## config.mk

```make
export PLATFORM = sky130hd
export DESIGN_NAME = mem_route_stage
export DESIGN_NICKNAME = d
export VERILOG_FILES = /design/src/rtl/mrt_pkg.sv /design/src/rtl/mrt_route_decode.sv /design/src/rtl/mrt_ctrl.sv /design/src/rtl/mrt_datapath.sv /design/src/rtl/mem_route_stage.sv
export SDC_FILE = /design/constraint.sdc
export NUM_CORES = 1
export LEC_CHECK = 0
export ABC_AREA = 1
export BUFFER_PORTS_ARGS = -buffer_cell sky130_fd_sc_hd__buf_2
export CORE_MARGIN = 5
export CORE_UTILIZATION = 49
export CTS_BUF_LIST = sky130_fd_sc_hd__clkbuf_4
export CTS_CLUSTER_DIAMETER = 50
export DETAILED_ROUTE_END_ITERATION = 8
export GPL_TIMING_DRIVEN = 1
export MAX_ROUTING_LAYER = met4
export PLACE_DENSITY = 0.94
export REMOVE_ABC_BUFFERS = 1
export SKIP_CTS_REPAIR_TIMING = 1
export SLEW_MARGIN = 10
export SYNTH_ARGS = -nofsm -noshare
export SYNTH_HDL_FRONTEND = slang
export SYNTH_SLANG_ARGS = --single-unit
```

## constraint.sdc

```tcl
create_clock -name clk -period 1.7 [get_ports clk]
set_clock_uncertainty 0.15 [all_clocks]
set_input_delay 0.17 -clock clk [delete_from_list [all_inputs] [get_ports clk]]
set_output_delay 0.17 -clock clk [all_outputs]
set_load 0.005 [all_outputs]
```

## src/rtl/mrt_pkg.sv

```systemverilog
package mrt_pkg;

  typedef enum logic [1:0] {
    LVL_PRIV     = 2'd0,
    LVL_SHARED   = 2'd1,
    LVL_MEMORY   = 2'd2,
    LVL_APERTURE = 2'd3
  } level_e;

  // Topology codes; bit 1 set means the cores are not kept coherent.
  typedef enum logic [1:0] {
    TOPO_SINGLE     = 2'd0,
    TOPO_COHERENT   = 2'd1,
    TOPO_INCOHERENT = 2'd2,
    TOPO_INCOH_ALT  = 2'd3
  } topo_e;

  typedef struct packed {
    logic load;
  } strobe_t;

  typedef struct packed {
    logic   translate;
    level_e level;
    logic   cacheable;
  } route_t;

endpackage

```

## src/rtl/mrt_route_decode.sv

```systemverilog
module mrt_route_decode
  import mrt_pkg::*;
#(
  parameter int unsigned       ADDR_W    = 64,
  parameter logic [ADDR_W-1:0] WIN_LIMIT = 64'h0000_0100_0000_0000
) (
  input  logic [ADDR_W-1:0] addr,
  input  logic              volatileFlag,
  input  logic              noCacheFlag,
  input  logic [1:0]        topology,
  input  logic              sharedIsMem,
  output route_t            route
);

  logic inWindow;
  logic incoherent;

  assign inWindow   = (addr < WIN_LIMIT);
  assign incoherent = topology[1];

  always_comb begin
    route.translate = ~inWindow;
    if (noCacheFlag) begin
      route.level     = LVL_APERTURE;
      route.cacheable = 1'b0;
    end else if (volatileFlag && incoherent) begin
      route.level     = sharedIsMem ? LVL_MEMORY : LVL_SHARED;
      route.cacheable = 1'b0;
    end else begin
      route.level     = LVL_PRIV;
      route.cacheable = 1'b1;
    end
  end

endmodule

```

## src/rtl/mrt_ctrl.sv

```systemverilog
module mrt_ctrl
  import mrt_pkg::*;
(
  input  logic    clk,
  input  logic    rstN,
  input  logic    inValid,
  output logic    inReady,
  input  logic    outReady,
  output logic    outValid,
  output strobe_t strobes
);

  logic validQ;

  assign inReady      = ~validQ | outReady;
  assign strobes.load = inValid & inReady;
  assign outValid     = validQ;

  always_ff @(posedge clk) begin
    if (!rstN) begin
      validQ <= 1'b0;
    end else if (strobes.load) begin
      validQ <= 1'b1;
    end else if (outReady) begin
      validQ <= 1'b0;
    end
  end

endmodule

```

## src/rtl/mrt_datapath.sv

```systemverilog
module mrt_datapath
  import mrt_pkg::*;
#(
  parameter int unsigned       ADDR_W    = 64,
  parameter logic [ADDR_W-1:0] WIN_LIMIT = 64'h0000_0100_0000_0000
) (
  input  logic              clk,
  input  logic              rstN,
  input  strobe_t           strobes,
  input  logic [ADDR_W-1:0] inAddr,
  input  logic              inVolatile,
  input  logic              inNoCache,
  input  logic [1:0]        cfgTopology,
  input  logic              cfgSharedIsMem,
  output logic [ADDR_W-1:0] outAddr,
  output route_t            outRoute
);

  route_t nextRoute;

  mrt_route_decode #(
    .ADDR_W   (ADDR_W),
    .WIN_LIMIT(WIN_LIMIT)
  ) u_decode (
    .addr        (inAddr),
    .volatileFlag(inVolatile),
    .noCacheFlag (inNoCache),
    .topology    (cfgTopology),
    .sharedIsMem (cfgSharedIsMem),
    .route       (nextRoute)
  );

  always_ff @(posedge clk) begin
    if (!rstN) begin
      outAddr  <= '0;
      outRoute <= '{translate: 1'b0, level: LVL_PRIV, cacheable: 1'b0};
    end else if (strobes.load) begin
      outAddr  <= inAddr;
      outRoute <= nextRoute;
    end
  end

endmodule

```

## src/rtl/mem_route_stage.sv

```systemverilog
module mem_route_stage
  import mrt_pkg::*;
#(
  parameter int unsigned       ADDR_W    = 64,
  parameter logic [ADDR_W-1:0] WIN_LIMIT = 64'h0000_0100_0000_0000
) (
  input  logic              clk,
  input  logic              rstN,
  input  logic              inValid,
  output logic              inReady,
  input  logic [ADDR_W-1:0] inAddr,
  input  logic              inVolatile,
  input  logic              inNoCache,
  input  logic [1:0]        cfgTopology,
  input  logic              cfgSharedIsMem,
  output logic              outValid,
  input  logic              outReady,
  output logic [ADDR_W-1:0] outAddr,
  output logic              outTranslate,
  output logic [1:0]        outLevel,
  output logic              outCacheable
);

  strobe_t strobes;
  route_t  routeQ;

  mrt_ctrl u_ctrl (
    .clk     (clk),
    .rstN    (rstN),
    .inValid (inValid),
    .inReady (inReady),
    .outReady(outReady),
    .outValid(outValid),
    .strobes (strobes)
  );

  mrt_datapath #(
    .ADDR_W   (ADDR_W),
    .WIN_LIMIT(WIN_LIMIT)
  ) u_dp (
    .clk           (clk),
    .rstN          (rstN),
    .strobes       (strobes),
    .inAddr        (inAddr),
    .inVolatile    (inVolatile),
    .inNoCache     (inNoCache),
    .cfgTopology   (cfgTopology),
    .cfgSharedIsMem(cfgSharedIsMem),
    .outAddr       (outAddr),
    .outRoute      (routeQ)
  );

  assign outTranslate = routeQ.translate;
  assign outLevel     = routeQ.level;
  assign outCacheable = routeQ.cacheable;

endmodule

```

=== After elaboration in Yosys (flattened, before gate mapping) ===
Cells that the tools add are included.

* Add/sub/neg operators: 0
* $mul: 0
* Divide/modulo/power cells: 0
* Order comparisons: 1
* Eq/ne operators: 0
* Shifts and indexed selects: 0
* Muxes and demuxes: 5
* Bitwise logic cells: 4
* Reduce and logical (&&, ||, !) cells: 2

{| class="wikitable"
|+ Operator list
! operator !! count
|-
| $lt 64x41->1 const B || 1
|-
| $mux 3 || 2
|-
| $mux 1 || 2
|-
| $mux 2 || 1
|-
| $not 1->1 || 2
|-
| $reduce_bool 2->1 || 1
|-
| $and 1x1->1 || 1
|-
| $logic_and 1x1->1 || 1
|-
| $or 1x1->1 || 1
|}

* Bits in registers: 69
* Bits in latches: 0
* Bits in writable memories: 0
* Bits in read-only memories: 0
* Input bits: 73
* Output and inout bits: 70
* Logic and storage cells: 17
* Memories: 0

=== Longest topological paths before layout ===
Gate-level depths: netlist (run 1).

* Depth after elaboration: 4
* Gate-level depth with buffers: 8
* Gate-level depth less buffers: 7

=== Cells and area by module ===
From an unflattened synthesis (run 1), not the netlist that was laid out.

* Cell total of the unflattened synthesis: 465
* Area, all modules: 2,954.1 sq um

{| class="wikitable"
|+ Modules (own cells, without submodules)
! module !! times used !! cells an instance !! area each (sq um) !! sequential area each (sq um)
|-
| mrt_datapath || 1 || 431 || 2,793.9 || 1,361.3
|-
| mrt_route_decode || 1 || 27 || 108.9 || 0.0
|-
| mrt_ctrl || 1 || 7 || 51.3 || 20.0
|}

=== Least setup slack after synthesis (run 1) ===
Ideal clock, no wire load.

* Kind: register to register
* Start point: register u_ctrl.validQ (netlist: u_ctrl.outValid)
* End point: register u_dp.outAddr[39]
* Setup time: 113 ps
* Arrival time: 934 ps
* Data required time: 1,437 ps
* Setup slack: 503 ps
* Stages on the path, launching flop included: 8
* Buffers on the path: 2
* Period minus slack after synthesis: 1,197 ps
* Cell sequence: dfxtp_1 -> nand2_4 -> nand2_4 -> inv_4 -> buf_6 -> buf_6 -> nor2_1 -> nor2_1

* Longest elaborated chain between the ends: 3

{| class="wikitable"
|+ RTL lines
! item !! line !! source
|-
| start, declared || mrt_ctrl.sv:13 || <nowiki>logic validQ;</nowiki>
|-
| start signal, assigned || mrt_ctrl.sv:21 || <nowiki>validQ <= 1'b0;</nowiki>
|-
| start signal, assigned || mrt_ctrl.sv:23 || <nowiki>validQ <= 1'b1;</nowiki>
|-
| start signal, assigned || mrt_ctrl.sv:25 || <nowiki>validQ <= 1'b0;</nowiki>
|-
| $not 1->1 || mrt_ctrl.sv:15 || <nowiki>assign inReady = ~validQ | outReady;</nowiki>
|-
| $or 1x1->1 || mrt_ctrl.sv:15 ||
|-
| via inReady || mem_route_stage.sv:10 || <nowiki>output logic inReady,</nowiki>
|-
| $and 1x1->1 || mrt_ctrl.sv:16 || <nowiki>assign strobes.load = inValid & inReady;</nowiki>
|-
| end signal, assigned || mrt_datapath.sv:38 || <nowiki>outAddr <= inAddr;</nowiki>
|-
| end, declared || mrt_datapath.sv:15 || <nowiki>output logic [ADDR_W-1:0] outAddr,</nowiki>
|}

The timed path passes the listed nets, and every way through them passes these cells.
A chain may end at the register's enable or synchronous reset.

=== Final worst setup path (run 1) ===
* Start point: input port cfgTopology[1]
* End point: register u_dp.outRoute[2] in the netlist's numbering

* Longest elaborated chain between the ends: 3

{| class="wikitable"
|+ RTL lines
! item !! line !! source
|-
| start, declared || mem_route_stage.sv:14 || <nowiki>input logic [1:0] cfgTopology,</nowiki>
|-
| $logic_and 1x1->1 || mrt_route_decode.sv:26 || <nowiki>end else if (volatileFlag && incoherent) begin</nowiki>
|-
| $mux 3 || mrt_route_decode.sv:26 ||
|-
| $mux 3 || mrt_route_decode.sv:23 || <nowiki>if (noCacheFlag) begin</nowiki>
|-
| end signal, assigned || mrt_datapath.sv:36 || <nowiki>outRoute <= '{translate: 1'b0, level: LVL_PRIV, cacheable: 1'b0};</nowiki>
|-
| end signal, assigned || mrt_datapath.sv:39 || <nowiki>outRoute <= nextRoute;</nowiki>
|-
| end, declared || mrt_datapath.sv:16 || <nowiki>output route_t outRoute</nowiki>
|}

No other way between the ends.

==> results of run 1 <==
[layout by cell type, fill, tap and decap left out]
master,n
buf_12,3
clkinv_2,3
buf_4,2
nand2_2,2
buf_2,141
nand2_4,2
dlygate4sd3_1,70
inv_2,1
nand2_1,12
a21oi_1,4
nand3_1,1
inv_1,2
clkbuf_4,11
dfxtp_1,69
o21ai_0,51
o21ai_1,16
inv_4,1
nor2_1,146
[worst max-delay path: cells and delay by family]
kind,cells,cell delay [ps]
buffers and inverters,3,1210
AO/OA/AOI/OAI,1,120
AND/OR/NAND/NOR,3,180
[logic make-up after synthesis]
family,count (synthesis)
flip-flops,69
AND/OR/NAND/NOR,163
buffers and inverters,25
AO/OA/AOI/OAI,71
[final cells by class]
| class | instances | area share, % |
|---|---|---|
| flip-flops and latches | 69 | 34.07 |
| well taps | 70 | 2.160 |
| inverters | 4 | 0.4321 |
| clock buffers | 11 | 2.037 |
| clock inverters | 3 | 0.3704 |
| multi-input cells | 234 | 24.38 |
| repair buffers | 216 | 36.54 |
[how the worst min path moves through the flow]
stage,slack (ps),endpoint,from,cells after the start
detailed placement,270,u_dp.outAddr[35],inAddr[35],3
floorplan,160,u_dp.outAddr[0],rstN,2
global route,80,u_dp.outAddr[26],rstN,4
finish,110,u_dp.outAddr[26],rstN,4
CTS,-140,u_dp.outAddr[41],inAddr[41],3
global placement,260,u_dp.outAddr[36],inAddr[36],3
[sequential cells by signal, indices dropped and copies added, names as in the netlist]
| name | count |
|---|---|
| u_ctrl.outValid | 1 |
| u_dp.outAddr | 64 |
| u_dp.outRoute | 4 |
[power groups by stage]
stage	Sequential, uW	Combinational, uW	Clock, uW
final	1810	671	827
after CTS	1810	529	853
after floorplan	1860	208	0
after detailed placement	1840	528	0
after global routing	1830	746	947
after global placement	1830	515	0
[through the flow]
step	area [sq um]	utilization, %	power, uW
final	4054	80.40	3308
after global routing	4054	80.40	3520
after CTS	3353	66.50	3187
after detailed placement	3256	64.57	2371
after global placement	3256	64.57	2348
after floorplan	2387	-	2064
[per-layer routing]
layer	GRT usage [%]	vias to the layer above	routed length, um	share of wire [%]
li1	-	1450	-	-
met1	19.75	1282	3151	38
met2	35.02	125	4309	52
met3	5.811	32	516	6.2
met4	9.801	0	333	4.0
met5	-	-	0	0
[cells in the mapped netlist]
master / number
clkbuf_2: 1
nand2_2: 2
nand2_1: 12
inv_4: 1
inv_1: 2
buf_2: 9
nand3_1: 1
buf_4: 1
clkbuf_1: 5
buf_6: 5
nor2_1: 146
o21ai_0: 51
nand2_4: 2
o21ai_1: 16
a21oi_1: 4
dfxtp_1: 69
inv_2: 1
==> results.sh, run 1 <==
export IMPL_setup_slack_ps=199.2
export IMPL_ys_seq_area_share_pct=54.82
export IMPL_synth_fa_ha_area_share_pct=0
export IMPL_dpl_hpwl_mm=4.629
export IMPL_syn_inst=328
export IMPL_muxShareOfSynthArea_pct=0
export IMPL_yosys_warnings=0
export IMPL_postSynthAreaPerCell_sq_um=7.683
export IMPL_hp_class="in -> reg"
export IMPL_period_share_pct=88.28
export IMPL_routed_via_density=4.759
export IMPL_setup_worst_path_start_class="input pin"
export IMPL_via_count=2889
export IMPL_syn_to_final_growth_pct=60.87
export IMPL_crit_type="in -> reg"
export IMPL_drt_initial_drc_count=129
export IMPL_rsz0062_at_grt="false"
export IMPL_die_x_um=81.71
export IMPL_p_sw_share_pct=27.15
export IMPL_fmax_mhz=666.3
export IMPL_reg2reg_depth=6
export IMPL_p_int_uw=2410
export IMPL_clk_pin_slew_worst_paths_ps=110
export IMPL_r2r_end="u_dp.outAddr[42]"
export IMPL_hold_slack_ps=109.5
export IMPL_fin_crit_ps=1501
export IMPL_ant_nets=0
export IMPL_routedWlPerCell_um=13.69
export IMPL_routed_wl_mm=8.311
export IMPL_r2r_slack_ps=340
export IMPL_cpMaxStageDelayCell="dlygate4sd3_1"
export IMPL_dr_pass1_iters=4
export IMPL_synth_top_family_by_area="simple AND/OR/NAND/NOR gates"
export IMPL_place_gp_congestion=0.7453
export IMPL_synth_area_leader_cell="dfxtp_1"
export IMPL_grt_max_degree=69
export IMPL_regArea_sq_um=1381
export IMPL_cts_buffers=9
export IMPL_cap_violations=0
export IMPL_core_area_sq_um=5042
export IMPL_clock_root_buffer="clkbuf_4"
export IMPL_crit_required_ps=1870
export IMPL_synth_seq_cells=69
export IMPL_dp_cells=523
export IMPL_synth_compound_area_share_pct=14.10
export IMPL_grt_pass1_vias=2372
export IMPL_ir_drop_mv=0.5387
export IMPL_status="finished clean"
export IMPL_syn_area_sq_um=2520
export IMPL_yosys_area_share_simple_pct=25.12
export IMPL_clock_latency_ps=380
export IMPL_post_route_cells_drive_above_1_share_pct=30.91
export IMPL_synth_xor_area_share_pct=0
export IMPL_endpoint_kind="flop"
export IMPL_cts_tree="done"
export IMPL_io_buffers=141
export IMPL_setup_viol=0
export IMPL_pre_cts_slack_ps=373.2
export IMPL_fin_cells=607
export IMPL_slew_viol_final=0
export IMPL_grt_ovfl_total=0
export IMPL_p_seq_share_pct=54.7
export IMPL_fill_cells=335
export IMPL_diodes=0
export IMPL_switching_power_uw=898.3
export IMPL_max_slew_worst_pin_slew_ps=262.4
export IMPL_io_pins=143
export IMPL_drc=0
export IMPL_initial_core_util_pct=49.98
export IMPL_leakagePower_uw=0.002009
export IMPL_rows=26
export IMPL_crit_chain="dlygate4sd3_1 -> buf_2 -> nand3_1 -> dlygate4sd3_1 -> nand2_1 -> nand2_1 -> a21oi_1"
export IMPL_fin_setup_tns_ps=0
export IMPL_slew_headroom_pct=82.51
export IMPL_clockBufferDepth=2
export IMPL_slowest_delay_ps=560
export IMPL_multiInputGateArea_sq_um=988.4
export IMPL_antenna_found_initial=0
export IMPL_htreeDepth=3
export IMPL_fp_dieH_um=81.71
export IMPL_powerDensity_nw_per_um2=816.0
export IMPL_combinationalPowerShare_pct=20.3
export IMPL_layout_nets=607
export IMPL_p_clk_share_pct=25.0
export IMPL_r2r_start="u_ctrl.outValid"
export IMPL_clkSinkCount=69
export IMPL_synth_top_area_share_pct=54.82
export IMPL_final_hold_viol_count=0
export IMPL_synthTopCellsByArea="dfxtp_1 (55%), nor2_1 (22%), o21ai_0 (10%), o21ai_1 (3.2%), buf_6 (2.2%)"
export IMPL_grt_first_pass_wirelength_mm=9.901
export IMPL_crit_fanout=2
export IMPL_critPathCapture="u_dp.outRoute[2]"
export IMPL_dieArea_sq_um=6677
export IMPL_cp_arrival_ps=1670
export IMPL_yosysUniqueCellTypes=17
export IMPL_grt_total_usage_pct=19.76
export IMPL_startpoint="cfgTopology[1]"
Power figures use the tool's default switching activity.
==> run 2, diff against run 1 <==
--- a/config.mk
+++ b/config.mk
@@ -16,4 +16,5 @@
 export MAX_ROUTING_LAYER = met4
 export PLACE_DENSITY = 0.94
+export RECOVER_POWER = 25
 export REMOVE_ABC_BUFFERS = 1
 export SKIP_CTS_REPAIR_TIMING = 1
==> constraint.sdc (replaced) <==
create_clock -name clk -period 1.7 [get_ports clk]
set_clock_uncertainty 0.15 [all_clocks]
set_input_delay 0.17 -clock clk [delete_from_list [all_inputs] [get_ports clk]]
set_output_delay 0.17 -clock clk [all_outputs]
set_load 0.05 [all_outputs]
==> results.sh, run 2 (synthesized netlist as in run 1, its figures left out) <==
export IMPL_cts_buffers=9
export IMPL_layout_nets=607
export IMPL_drt_initial_drc_count=129
export IMPL_powerDensity_nw_per_um2=928.5
export IMPL_pre_cts_slack_ps=373.2
export IMPL_p_seq_share_pct=48.4
export IMPL_slowest_delay_ps=500
export IMPL_htreeDepth=3
export IMPL_ant_nets=0
export IMPL_antenna_found_initial=0
export IMPL_ir_drop_mv=0.5690
export IMPL_io_pins=143
export IMPL_hp_class="in -> reg"
export IMPL_cts_tree="done"
export IMPL_p_int_uw=2403
export IMPL_clkSinkCount=69
export IMPL_r2r_end="u_dp.outAddr[42]"
export IMPL_via_count=2878
export IMPL_crit_required_ps=1380
export IMPL_grt_max_degree=69
export IMPL_fmax_mhz=650.2
export IMPL_core_area_sq_um=5042
export IMPL_final_common_cell="nor2_1"
export IMPL_grt_ovfl_total=0
export IMPL_r2r_start="u_ctrl.outValid"
export IMPL_grt_first_pass_wirelength_mm=9.901
export IMPL_die_x_um=81.71
export IMPL_crit_chain="clkbuf_1"
export IMPL_switching_power_uw=1337
export IMPL_setup_slack_ps=162.1
export IMPL_max_slew_worst_pin_slew_ps=630.5
export IMPL_min_to="u_dp.outAddr[26]"
export IMPL_drc=0
export IMPL_clock_latency_ps=380
export IMPL_largest_register_ffs=64
export IMPL_slew_headroom_pct=58.14
export IMPL_setup_viol=0
export IMPL_cpLargestDelayFamily="buffers and inverters"
export IMPL_combinationalPowerShare_pct=29.4
export IMPL_endpoint_kind="primary output"
export IMPL_reg2reg_depth=6
export IMPL_crit_buf_inv=1
export IMPL_io_buffers=141
export IMPL_p_sw_share_pct=35.74
export IMPL_final_hold_viol_count=0
export IMPL_cap_violations=0
export IMPL_fp_dieH_um=81.71
export IMPL_period_share_pct=90.47
export IMPL_top_register="u_dp.outAddr"
export IMPL_rows=26
export IMPL_initial_core_util_pct=49.98
export IMPL_rsz0062_at_grt="false"
export IMPL_clk_pin_slew_worst_paths_ps=110
export IMPL_grt_pass1_vias=2372
export IMPL_status="finished clean"
export IMPL_clockBufferDepth=2
export IMPL_cp_arrival_ps=1220
export IMPL_fin_cells=608
export IMPL_r2r_slack_ps=250
export IMPL_clock_root_buffer="clkbuf_4"
export IMPL_hold_slack_ps=110.3
export IMPL_place_gp_congestion=0.7453
export IMPL_routedWlPerCell_um=13.72
export IMPL_min_from="rstN"
export IMPL_slew_viol_final=0
export IMPL_fin_setup_tns_ps=0
export IMPL_dr_pass1_iters=5
export IMPL_cpMaxStageDelayCell="clkbuf_1"
export IMPL_final_cell_mix="nor2_1 (146), buf_2 (124), dlygate4sd3_1 (70), dfxtp_1 (69), o21ai_0 (53)"
export IMPL_fin_crit_ps=1538
export IMPL_routed_via_density=4.734
export IMPL_grt_total_usage_pct=19.76
export IMPL_syn_to_final_growth_pct=59.83
export IMPL_crit_fanout=2
export IMPL_setup_worst_path_start_class="flop"
export IMPL_dieArea_sq_um=6677
export IMPL_post_route_cells_drive_above_1_share_pct=27.56
export IMPL_routed_wl_mm=8.340
export IMPL_crit_type="reg -> out"
export IMPL_leakagePower_uw=0.001944
export IMPL_dp_cells=523
export IMPL_fill_cells=352
export IMPL_p_clk_share_pct=22.2
export IMPL_hold_path_depth=4
export IMPL_dpl_hpwl_mm=4.629
[run 2: metrics by stage]
| stage | power, uW | utilization, % | area [sq um] |
|---|---|---|---|
| after floorplan | 2500 | - | 2387 |
| after global placement | 2787 | 64.57 | 3256 |
| after detailed placement | 2810 | 64.57 | 3256 |
| after CTS | 3626 | 66.50 | 3353 |
| after global routing | 3948 | 79.83 | 4025 |
| final | 3740 | 79.88 | 4028 |
[run 2: worst reg2reg max path, delay by kind of cell, from the launching register on]
kind	cells	cell delay, ps
simple gates	4	400
flops	1	350
buf+inv	2	500
[run 2: power by group through the flow]
stage | combinational [uW] | sequential [uW] | clock (uW)
2_1_floorplan | 212 | 2290 | 0
3_3_place_gp | 954 | 1830 | 0
3_5_place_dp | 968 | 1840 | 0
4_1_cts | 968 | 1810 | 853
5_1_grt | 1170 | 1830 | 947
6_report | 1100 | 1810 | 830
[run 2: area by class of cell]
cell class	count	area, sq um	area share, %
clock inverters	3	15.01	0.3728
well taps	70	87.58	2.175
multi-input cells	234	980.9	24.36
inverters	4	17.52	0.4349
repair buffers	216	1460	36.25
flip-flops and latches	69	1381	34.30
diodes	1	2.502	0.06213
clock buffers	11	82.58	2.050
[run 2: worst max path at each step]
stage	depth (start not counted)	from	slack [ps]	endpoint
after detailed placement	6	u_ctrl.outValid	370	u_dp.outAddr[29]
after global placement	6	u_ctrl.outValid	430	u_dp.outAddr[48]
after CTS	2	u_ctrl.outValid	270	inReady
after global routing	1	u_dp.outAddr[16]	90	outAddr[16]
final	1	u_dp.outAddr[62]	160	outAddr[62]
after floorplan	5	u_ctrl.outValid	-400	u_dp.outRoute[3]
[run 2: layer usage]
layer | wire, um | vias up | global-route usage (%)
met3 | 510 | 32 | 5.811
met2 | 4275 | 122 | 35.02
li1 | - | 1454 | -
met4 | 335 | 0 | 9.801
met5 | 0 | - | -
met1 | 3218 | 1270 | 19.75
